$ cat config.mk
export PLATFORM = sky130hd
export DESIGN_NAME = regstk_seq
export DESIGN_NICKNAME = d
export VERILOG_FILES = /design/src/rtl/regstk_pkg.sv /design/src/rtl/regstk_pick.sv /design/src/rtl/regstk_dp.sv /design/src/rtl/regstk_seq.sv
export SDC_FILE = /design/constraint.sdc
export NUM_CORES = 1
export LEC_CHECK = 0
export BUFFER_PORTS_ARGS = -buffer_cell sky130_fd_sc_hd__buf_2
export CORE_AREA = 2 2 76 78
export CTS_CLUSTER_DIAMETER = 120
export DETAILED_ROUTE_END_ITERATION = 10
export DIE_AREA = 0 0 78 80
export PLACE_DENSITY = 0.95
export SETUP_SLACK_MARGIN = 0.05
export SLEW_MARGIN = 20
export SYNTH_ARGS = -nofsm -noshare
export SYNTH_HDL_FRONTEND = slang
export SYNTH_HIERARCHICAL = 1
export SYNTH_SLANG_ARGS = --single-unit
$ cat constraint.sdc
create_clock -name clk -period 6.15 [get_ports clk]
set_input_delay 1.23 -clock clk [delete_from_list [all_inputs] [get_ports clk]]
set_output_delay 1.23 -clock clk [all_outputs]
set_load 0.005 [all_outputs]
$ cat src/rtl/regstk_pkg.sv
package regstk_pkg;
  // Per-transfer configuration captured at start
  typedef struct packed {
    logic pop;
    logic byte_mode;
    logic upper;
  } op_cfg_t;

  localparam int unsigned BYTE_W = 8;
endpackage

$ cat src/rtl/regstk_pick.sv
// Selects the next mask bit to service: lowest set bit, or highest when
// high_first is set. Bit order is mirrored so one priority chain serves both.
module regstk_pick #(
  parameter int unsigned N  = 8,
  parameter int unsigned IW = $clog2(N)
) (
  input  logic [N-1:0]  req,
  input  logic          high_first,
  output logic [IW-1:0] idx,
  output logic          any
);
  logic [N-1:0]  ord;
  logic [IW-1:0] pos;

  for (genvar g = 0; g < N; g++) begin : g_mirror
    assign ord[g] = high_first ? req[N-1-g] : req[g];
  end

  always_comb begin
    pos = '0;
    for (int k = N - 1; k >= 0; k--) begin
      if (ord[k]) pos = IW'(k);
    end
  end

  assign idx = high_first ? (IW'(N - 1) - pos) : pos;
  assign any = |req;
endmodule

$ cat src/rtl/regstk_dp.sv
// Address and data path for one register transfer per cycle.
module regstk_dp
  import regstk_pkg::*;
#(
  parameter int unsigned SP_W   = 16,
  parameter int unsigned DATA_W = 16,
  parameter int unsigned IW     = 3
) (
  input  logic              active,
  input  op_cfg_t           cfg,
  input  logic [IW-1:0]     idx,
  input  logic [SP_W-1:0]   sp,
  input  logic [DATA_W-1:0] rf_rd_data,
  input  logic [DATA_W-1:0] mem_rdata,
  output logic [SP_W-1:0]   sp_next,
  output logic              rf_rd_en,
  output logic              rf_wr_en,
  output logic [IW:0]       rf_addr,
  output logic [DATA_W-1:0] rf_wr_data,
  output logic              mem_en,
  output logic              mem_we,
  output logic [SP_W-1:0]   mem_addr,
  output logic [DATA_W-1:0] mem_wdata
);
  localparam int unsigned        SLOT_BYTES = DATA_W / BYTE_W;
  localparam logic [SP_W-1:0]    STEP       = SP_W'(SLOT_BYTES);
  localparam int unsigned        PAD_W      = DATA_W - BYTE_W;

  logic [SP_W-1:0] sp_dec, sp_inc;

  assign sp_dec = sp - STEP;
  assign sp_inc = sp + STEP;

  assign sp_next  = cfg.pop ? sp_inc : sp_dec;
  assign mem_addr = cfg.pop ? sp : sp_dec;
  assign mem_en   = active;
  assign mem_we   = active & ~cfg.pop;
  assign rf_rd_en = active & ~cfg.pop;
  assign rf_wr_en = active & cfg.pop;
  assign rf_addr  = {cfg.upper, idx};

  assign mem_wdata  = cfg.byte_mode ? {{PAD_W{1'b0}}, rf_rd_data[BYTE_W-1:0]} : rf_rd_data;
  assign rf_wr_data = cfg.byte_mode ? {{PAD_W{1'b0}}, mem_rdata[BYTE_W-1:0]} : mem_rdata;
endmodule

$ cat src/rtl/regstk_seq.sv
module regstk_seq
  import regstk_pkg::*;
#(
  parameter int unsigned MASK_W = 8,
  parameter int unsigned SP_W   = 16,
  parameter int unsigned DATA_W = 16,
  localparam int unsigned IW    = $clog2(MASK_W)
) (
  input  logic              clk,
  input  logic              rst_n,
  input  logic              start_i,
  input  logic              pop_i,
  input  logic [MASK_W-1:0] mask_i,
  input  logic              upper_i,
  input  logic              byte_i,
  input  logic [SP_W-1:0]   sp_i,
  output logic              busy_o,
  output logic              done_o,
  output logic [SP_W-1:0]   sp_o,
  output logic              rf_rd_en_o,
  output logic              rf_wr_en_o,
  output logic [IW:0]       rf_addr_o,
  output logic              rf_byte_o,
  input  logic [DATA_W-1:0] rf_rd_data_i,
  output logic [DATA_W-1:0] rf_wr_data_o,
  output logic              mem_en_o,
  output logic              mem_we_o,
  output logic [SP_W-1:0]   mem_addr_o,
  output logic [DATA_W-1:0] mem_wdata_o,
  input  logic [DATA_W-1:0] mem_rdata_i
);
  op_cfg_t           cfg_q;
  logic              busy_q, done_q;
  logic [MASK_W-1:0] rem_q, rem_next;
  logic [SP_W-1:0]   sp_q, sp_next;
  logic [IW-1:0]     idx;
  logic              any;

  regstk_pick #(.N(MASK_W), .IW(IW)) pick_i (
    .req        (rem_q),
    .high_first (~cfg_q.pop),
    .idx        (idx),
    .any        (any)
  );

  regstk_dp #(.SP_W(SP_W), .DATA_W(DATA_W), .IW(IW)) dp_i (
    .active     (busy_q & any),
    .cfg        (cfg_q),
    .idx        (idx),
    .sp         (sp_q),
    .rf_rd_data (rf_rd_data_i),
    .mem_rdata  (mem_rdata_i),
    .sp_next    (sp_next),
    .rf_rd_en   (rf_rd_en_o),
    .rf_wr_en   (rf_wr_en_o),
    .rf_addr    (rf_addr_o),
    .rf_wr_data (rf_wr_data_o),
    .mem_en     (mem_en_o),
    .mem_we     (mem_we_o),
    .mem_addr   (mem_addr_o),
    .mem_wdata  (mem_wdata_o)
  );

  assign rem_next = rem_q & ~(MASK_W'(1) << idx);

  always_ff @(posedge clk) begin
    if (!rst_n) begin
      cfg_q  <= '0;
      busy_q <= 1'b0;
      done_q <= 1'b0;
      rem_q  <= '0;
      sp_q   <= '0;
    end else begin
      done_q <= 1'b0;
      if (!busy_q) begin
        if (start_i) begin
          cfg_q <= '{pop: pop_i, byte_mode: byte_i, upper: upper_i};
          sp_q  <= sp_i;
          rem_q <= mask_i;
          if (mask_i == '0) done_q <= 1'b1;
          else              busy_q <= 1'b1;
        end
      end else begin
        sp_q  <= sp_next;
        rem_q <= rem_next;
        if (rem_next == '0) begin
          busy_q <= 1'b0;
          done_q <= 1'b1;
        end
      end
    end
  end

  assign busy_o    = busy_q;
  assign done_o    = done_q;
  assign sp_o      = sp_q;
  assign rf_byte_o = cfg_q.byte_mode;
endmodule

# Yosys cells after proc, flatten, opt, wreduce, memory -nomap -nowiden
# Index checks and enable logic that the tools add are counted.
[op_classes] add_sub_neg=3 shifts=1 muxes=33 n_bitwise=7 reduce_logical=5
[ops] cell="$mux 16" n=6
[ops] cell="$mux 3" n=9
[ops] cell="$add 16x2->16 const B" n=1
[ops] cell="$logic_not 8->1" n=2
[ops] cell="$mux 1" n=16
[ops] cell="$mux 8" n=2
[ops] cell="$sub 16x2->16 const B" n=1
[ops] cell="$and 8x8->8" n=1
[ops] cell="$not 8->8" n=1
[ops] cell="$reduce_or 8->1" n=1
[ops] cell="$shl 1x3->8 const A" n=1
[ops] cell="$and 1x1->1" n=3
[ops] cell="$sub 3x3->3 const A" n=1
[ops] cell="$not 1->1" n=2
[ops] cell="$reduce_and 2->1" n=1
[ops] cell="$reduce_bool 2->1" n=1
[totals] ff_bits=29 in_bits=62 output_inout_bits=75 wordCells=56

# Longest topological paths before layout
# Gate-level depths: netlist of the first run.
[depth] depth_word=17 mapped_depth=10 mapped_depth_nobuf=9

# Modules after synthesis
# The synthesis of the first run kept the hierarchy.
[by_module_without_submodules] mod="regstk_seq" instances=1 cells_each=171 area_per_inst_um2=1491.4 seq_area_each_um2=580.6
[by_module_without_submodules] mod="regstk_dp" instances=1 cells_each=143 area_per_inst_um2=964.7 seq_area_each_um2=0.0
[by_module_without_submodules] mod="regstk_pick" instances=1 cells_each=23 area_per_inst_um2=142.6 seq_area_each_um2=0.0

# Worst setup path before layout of the first run
# OpenSTA, ideal clock, no wires.
[synth_path] path_type="reg-to-output" start="reg sp_q[1] (netlist: sp_o[1])" end="out mem_addr_o[11]" arrival_time_ns=2.013 t_required_ns=4.920 setup_slack_ns=2.907 path_stages_with_launch=8 n_path_buf=1 path_cell_list="dfxtp_1 > inv_1 > ha_1 > or3b_1 > buf_2 > or4_4 > or3_4 > xnor2_2"
[synth_via] elab_chain_cells=2
[synth_lines] item="from (decl)" line="regstk_seq.sv:35" rtl="logic [SP_W-1:0] sp_q, sp_next;"
[synth_lines] item="from (signal assigned)" line="regstk_seq.sv:78" rtl="sp_q <= sp_i;"
[synth_lines] item="from (signal assigned)" line="regstk_seq.sv:84" rtl="sp_q <= sp_next;"
[synth_lines] item="$sub 16x2->16" line="regstk_dp.sv:31" rtl="assign sp_dec = sp - STEP;"
[synth_lines] item="$mux 16" line="regstk_dp.sv:35" rtl="assign mem_addr = cfg.pop ? sp : sp_dec;"
[synth_lines] item="to (decl)" line="regstk_seq.sv:28" rtl="output logic [SP_W-1:0] mem_addr_o,"
# No other way between the ends.

# Worst setup path after layout of the first run
# Ends and elaborated chain as after synthesis.

==> results of run 1 <==
==> cells in the final DEF, fill, tap and decap left out, types with 7 or more instances in the layout <==
master and count:
xor2_1 8, nor2_1 17, buf_2 104, a22oi_1 7, a21oi_1 9, nand2_1 33
o21ai_0 27, dfxtp_1 29, xnor2_1 16, and2_1 18, nor2b_1 25, inv_1 9
mux2i_1 21
==> cell type report <==
cell class	count	area share
sequential	29	0.1934
clock buffer	7	0.02876
multi-input combinational	251	0.5582
timing repair buffer	106	0.1784
tap	72	0.03001
inverter	9	0.01125
==> sequential cells by signal (all words and copies together) (netlist names) <==
| register | cells |
|---|---|
| busy_o | 1 |
| done_o | 1 |
| cfg_q | 2 |
| rem_q | 8 |
| rf_byte_o | 1 |
| sp_o | 16 |
==> path summary, 6_finish.rpt <==
path	startpoint	endpoint	slack (ns)	cells past startpoint
worst min register to register	cfg_q[0]	cfg_q[0]	0.55	2
worst max-delay path	sp_o[1]	mem_addr_o[11]	2.33	7
worst min-delay path	cfg_q[0]	cfg_q[0]	0.55	2
worst max register to register	cfg_q[2]	done_o	3.38	8
==> through the flow <==
step	hold slack (ns)	power (uW)
after detailed placement	0.5308	579.7
after floorplan	0.4839	495.3
after global routing	0.6105	798.1
final	0.5543	747.5
after global placement	0.4936	567.9
after CTS	0.5556	752.5
==> critical path, delay by kind of cell (launching register included) <==
| kind | cells | cell delay, ns |
|---|---|---|
| AND/OR/NAND/NOR | 3 | 1.33 |
| XOR/XNOR | 1 | 0.14 |
| buffers and inverters | 2 | 0.26 |
| adder cells (fa/ha/maj) | 1 | 0.20 |
| flip-flops | 1 | 0.37 |
==> Yosys cell counts, drive strengths merged (2+ instances only) <==
| cell | instances | share of area |
|---|---|---|
| or4 | 4 | 0.013 |
| nor2b | 26 | 0.064 |
| or2 | 3 | 0.0072 |
| nor4 | 6 | 0.014 |
| a21boi | 5 | 0.014 |
| mux2i | 21 | 0.081 |
| o21ai | 27 | 0.052 |
| nor2 | 18 | 0.027 |
| clkbuf | 15 | 0.022 |
| nand3b | 3 | 0.013 |
| a22oi | 7 | 0.020 |
| xor2 | 8 | 0.027 |
| nor3 | 7 | 0.015 |
| or3 | 2 | 0.0067 |
| inv | 9 | 0.013 |
| nand3 | 3 | 0.0058 |
| a31oi | 2 | 0.0048 |
| buf | 33 | 0.097 |
| o32ai | 2 | 0.0096 |
| a21oi | 9 | 0.017 |
| xnor2 | 17 | 0.060 |
| ha | 4 | 0.019 |
| a21o | 5 | 0.014 |
| dfxtp | 29 | 0.22 |
| a211oi | 2 | 0.0058 |
| nand2 | 33 | 0.048 |
| and2 | 18 | 0.043 |
| nand4 | 3 | 0.0072 |
==> metal layers <==
metal	vias up	share of wire	GRT usage
met5	-	0	0
met4	0	0.0059	0.04561
met3	6	0.075	0.06335
met2	127	0.50	0.3741
met1	1147	0.42	0.2579
li1	1258	-	-
==> cells by family after synthesis <==
family / share of synthesized area
compound gates: 0.1656
xor+xnor: 0.08715
fa+ha+maj: 0.02311
buf+inv: 0.1319
flops: 0.2234
mux: 0.08522
simple gates: 0.2836
==> where the power goes <==
part / switching [uW] / internal, uW / total (uW) / leakage (uW)
Combinational: 166 / 163 / 329 / 0.00115
Clock: 78.4 / 88.8 / 167 / 0.0000443
Sequential: 43.7 / 207 / 251 / 0.000239
Total: 288 / 459 / 747 / 0.00144
==> run metrics, run 1 <==
Final Hold Vio Count=0; die height=80 um; drt via density=5.354; # IOs=137; Max Root-Sink Buffers=2; placeable core region=5405 sq um; post-layout min period=3.816 ns; crit path max fanout=8; Leak=0.001436 uW; Num Clock Sinks=29; CP Data Arrival Time=2.59 ns; Num CTS Buffers=5; Hold Buf Count CTS=0; drt drc=0; actual slew at the worst max-slew pin=0.7960 ns; ratio of cells with drive above 1 in the final layout=0.3109; WL/cell=14.61 um; placed cell count=467; routability-driven placement congestion ratio=0.8557; status=completed; cts repair resizes=0; footprint of the multi-input gates=1675 sq um; # setup viols final=0; Fin Clk Skew=0.005141 ns; critical-path cell list=inv_1, ha_1, or3b_1, or4_4, or3_4, xnor2_2, buf_2; top_reg_cell synth=dfxtp_1; register bit total from synthesis=29; ANT cells=0; port buffer count=104; Max Slew Vio Count=0; crit path kind=register to primary output; clock-pin slew on the worst setup and hold paths=0.06 ns; Initial Utilization=0.4808; H-tree Lvls=2; Syn-to-layout area delta=15.50%; Req. time, crit path=4.92 ns; syn nets=403; Post-synth EDFFs=0; Slew HR=0.4693; Post-CTS Repair Setup Buffers=0; yosys warns=6; Final Cycle Share=0.6205; Crit. End Element=primary output; RSZ-0062 raised after global routing=no; final setup margin=2.334 ns; 1st-iter DRT viols=135; antenna viol nets, final=0; area taken by flip-flops and latches=580.6 sq um; Rows=27; fmax=0.2621 GHz; Worst setup SP type=register; Non-Filler Instances=474; global-route wire length before repair=10720 um; slowest CP cell=or4_4; CP max stage delay=0.49 ns; Power per Cell Area=249.0 nW/um^2; final wirelength=6926 um; placed wire-length estimate=4951 um; vias in the first global route=2279; Setup TNS Final=0 ns; syn avg cell area=7.711 sq um; HP Class=register to register; Pre-antenna DRT Iters=4; initial antenna violation count=0; Vias=2538; Synth cell types=55; Mapped Area=2599 sq um; pin count of the biggest net entering global routing=34; fillers=500; Post-Synthesis Cells=337; max cap viols=0; area of all placed cells without fillers=3002 sq um; nets@finish=468; pre-CTS setup slack=2.638 ns; sequential cell area fraction in the yosys report=0.2234; worst-skew pair later-pin latency=0.28 ns; Die Width=78 um; Post-DP Area=2915 sq um; fraction of registers with async set/reset=0; Remaining Overflow, GRT=0; die area=6240 sq um; Clock Tree Root=clkbuf_8; Core Util, Final=0.5553; TritonCTS clock tree=yes; Max rail drop VDD=0.0001437 V; GRT Total Usage=0.2133
(Power assumes the default switching activity.)
==> run 2: changes to the inputs <==
--- a/config.mk
+++ b/config.mk
@@ -6,11 +6,11 @@
 export NUM_CORES = 1
 export LEC_CHECK = 0
 export BUFFER_PORTS_ARGS = -buffer_cell sky130_fd_sc_hd__buf_2
-export CORE_AREA = 2 2 76 78
+export CORE_AREA = 2 2 79 81
 export CTS_CLUSTER_DIAMETER = 120
 export DETAILED_ROUTE_END_ITERATION = 10
-export DIE_AREA = 0 0 78 80
-export PLACE_DENSITY = 0.95
+export DIE_AREA = 0 0 81 83
+export PLACE_DENSITY = 0.89
 export SETUP_SLACK_MARGIN = 0.05
 export SLEW_MARGIN = 20
 export SYNTH_ARGS = -nofsm -noshare
==> constraint.sdc (replaced) <==
create_clock -name clk -period 3.9 [get_ports clk]
set_input_delay 0.78 -clock clk [delete_from_list [all_inputs] [get_ports clk]]
set_output_delay 0.78 -clock clk [all_outputs]
set_load 0.005 [all_outputs]
==> run 2 against run 1 <==
Setup slack lost 1.8 ns. Sequential power rose by 58%. Total power up 60%. Clock skew increased by 0.0056 ns. Routed wire length grew 1.8%. Critical path type unchanged. Highest routed layer unchanged.
==> run metrics, run 2 (synthesis gave the netlist of run 1 again) <==
status=completed; Non-Filler Instances=478; Core Util, Final=0.5194; nets@finish=468; Crit. End Element=primary output; Pre-antenna DRT Iters=4; most frequent cells in the layout=buf_2, nand2_1, dfxtp_1; crit path kind=register to primary output; Final Hold Vio Count=0; drt via density=5.316; worst-skew pair later-pin latency=0.28 ns; Initial Utilization=0.4469; footprint of the multi-input gates=1675 sq um; WL/cell=14.74 um; ratio of cells with drive above 1 in the final layout=0.3151; Num CTS Buffers=5; Hold Buf Count CTS=0; Remaining Overflow, GRT=0; routability-driven placement congestion ratio=0.9179; placed cell count=470; RSZ-0062 raised after global routing=no; antenna viol nets, final=0; crit path max fanout=8; Fin Clk Skew=0.01072 ns; CP Data Arrival Time=2.56 ns; Syn-to-layout area delta=16.23%; ANT cells=0; Rows=28; Worst setup SP type=register; die area=6723 sq um; Vias=2541; Largest register FFs=16; Clock Tree Root=clkbuf_8; pin count of the biggest net entering global routing=33; Worst Reg2Reg Path Length in Cells=8; Max Slew Vio Count=0; HP Class=register to register; final wirelength=7048 um; die height=83 um; placed wire-length estimate=5223 um; clock-pin slew on the worst setup and hold paths=0.07 ns; Max Root-Sink Buffers=2; Req. time, crit path=3.12 ns; fmax=0.2996 GHz; actual slew at the worst max-slew pin=0.7666 ns; vias in the first global route=2545; post-layout min period=3.337 ns; Post-CTS Repair Setup Buffers=0; area taken by flip-flops and latches=580.6 sq um; Max rail drop VDD=0.0002079 V; Slew HR=0.4889; TritonCTS clock tree=yes; Num Clock Sinks=29; Power per Cell Area=396.1 nW/um^2; port buffer count=104; max cap viols=0; Hold Crit Depth=2; H-tree Lvls=2; Leak=0.001446 uW; fillers=590; placeable core region=5816 sq um; initial antenna violation count=0; Final Cycle Share=0.8557; global-route wire length before repair=11980 um; # setup viols final=0; cts repair resizes=0; # IOs=137; Die Width=81 um; Setup TNS Final=0 ns; commonest non-fill, non-tap cell in the layout=buf_2; GRT Total Usage=0.2192; drt drc=0; 1st-iter DRT viols=120
==> run 2: worst paths after layout <==
path	from	endpoint	slack, ns
hold / removal	cfg_q[0]	cfg_q[0]	0.53
setup reg to reg	cfg_q[2]	done_o	1.16
setup / recovery	sp_o[1]	mem_addr_o[11]	0.56
hold reg to reg	cfg_q[0]	cfg_q[0]	0.53
==> run 2: metrics by stage <==
stage               hold WS (ns)  power [uW]  area [sq um]  setup WS (ns)
CTS                       0.5267        1205          3020         0.5519
detailed placement        0.5102       916.1          2919         0.8635
floorplan                 0.4839       781.1          2599          1.107
global route              0.5536        1284          3020         0.4461
finish                    0.5261        1196          3020         0.5627
global placement          0.4944       897.2          2919         0.9466
==> run 2: layer usage <==
layer	track usage	share of wire	vias to the layer above
met1	0.2652	0.42	1168
met4	0.06471	0.011	0
met3	0.04239	0.062	8
met5	0	0	-
li1	-	-	1267
met2	0.3847	0.51	98
==> run 2: worst max-delay path, cell delays in order, from the launching register on <==
cell and delay [ns]:
dfxtp_1 0.37, inv_1 0.13, ha_1 0.19, or3b_1 0.47, or4_4 0.49, or3_4 0.36
xnor2_2 0.13, buf_2 0.13
==> run 2: area by class of cell <==
type,count,share of cell area
Clock inverter,1,0.001657
Sequential cell,29,0.1922
Clock buffer,7,0.03190
Timing Repair Buffer,106,0.1773
Multi-Input combinational cell,251,0.5547
Tap cell,75,0.03107
Inverter,9,0.01118
==> run 2: where the power goes <==
part / leakage [uW] / switching [uW] / internal (uW)
Combinational: 0.00115 / 261 / 257
Sequential: 0.000239 / 69.2 / 327
Clock: 0.0000542 / 123 / 159
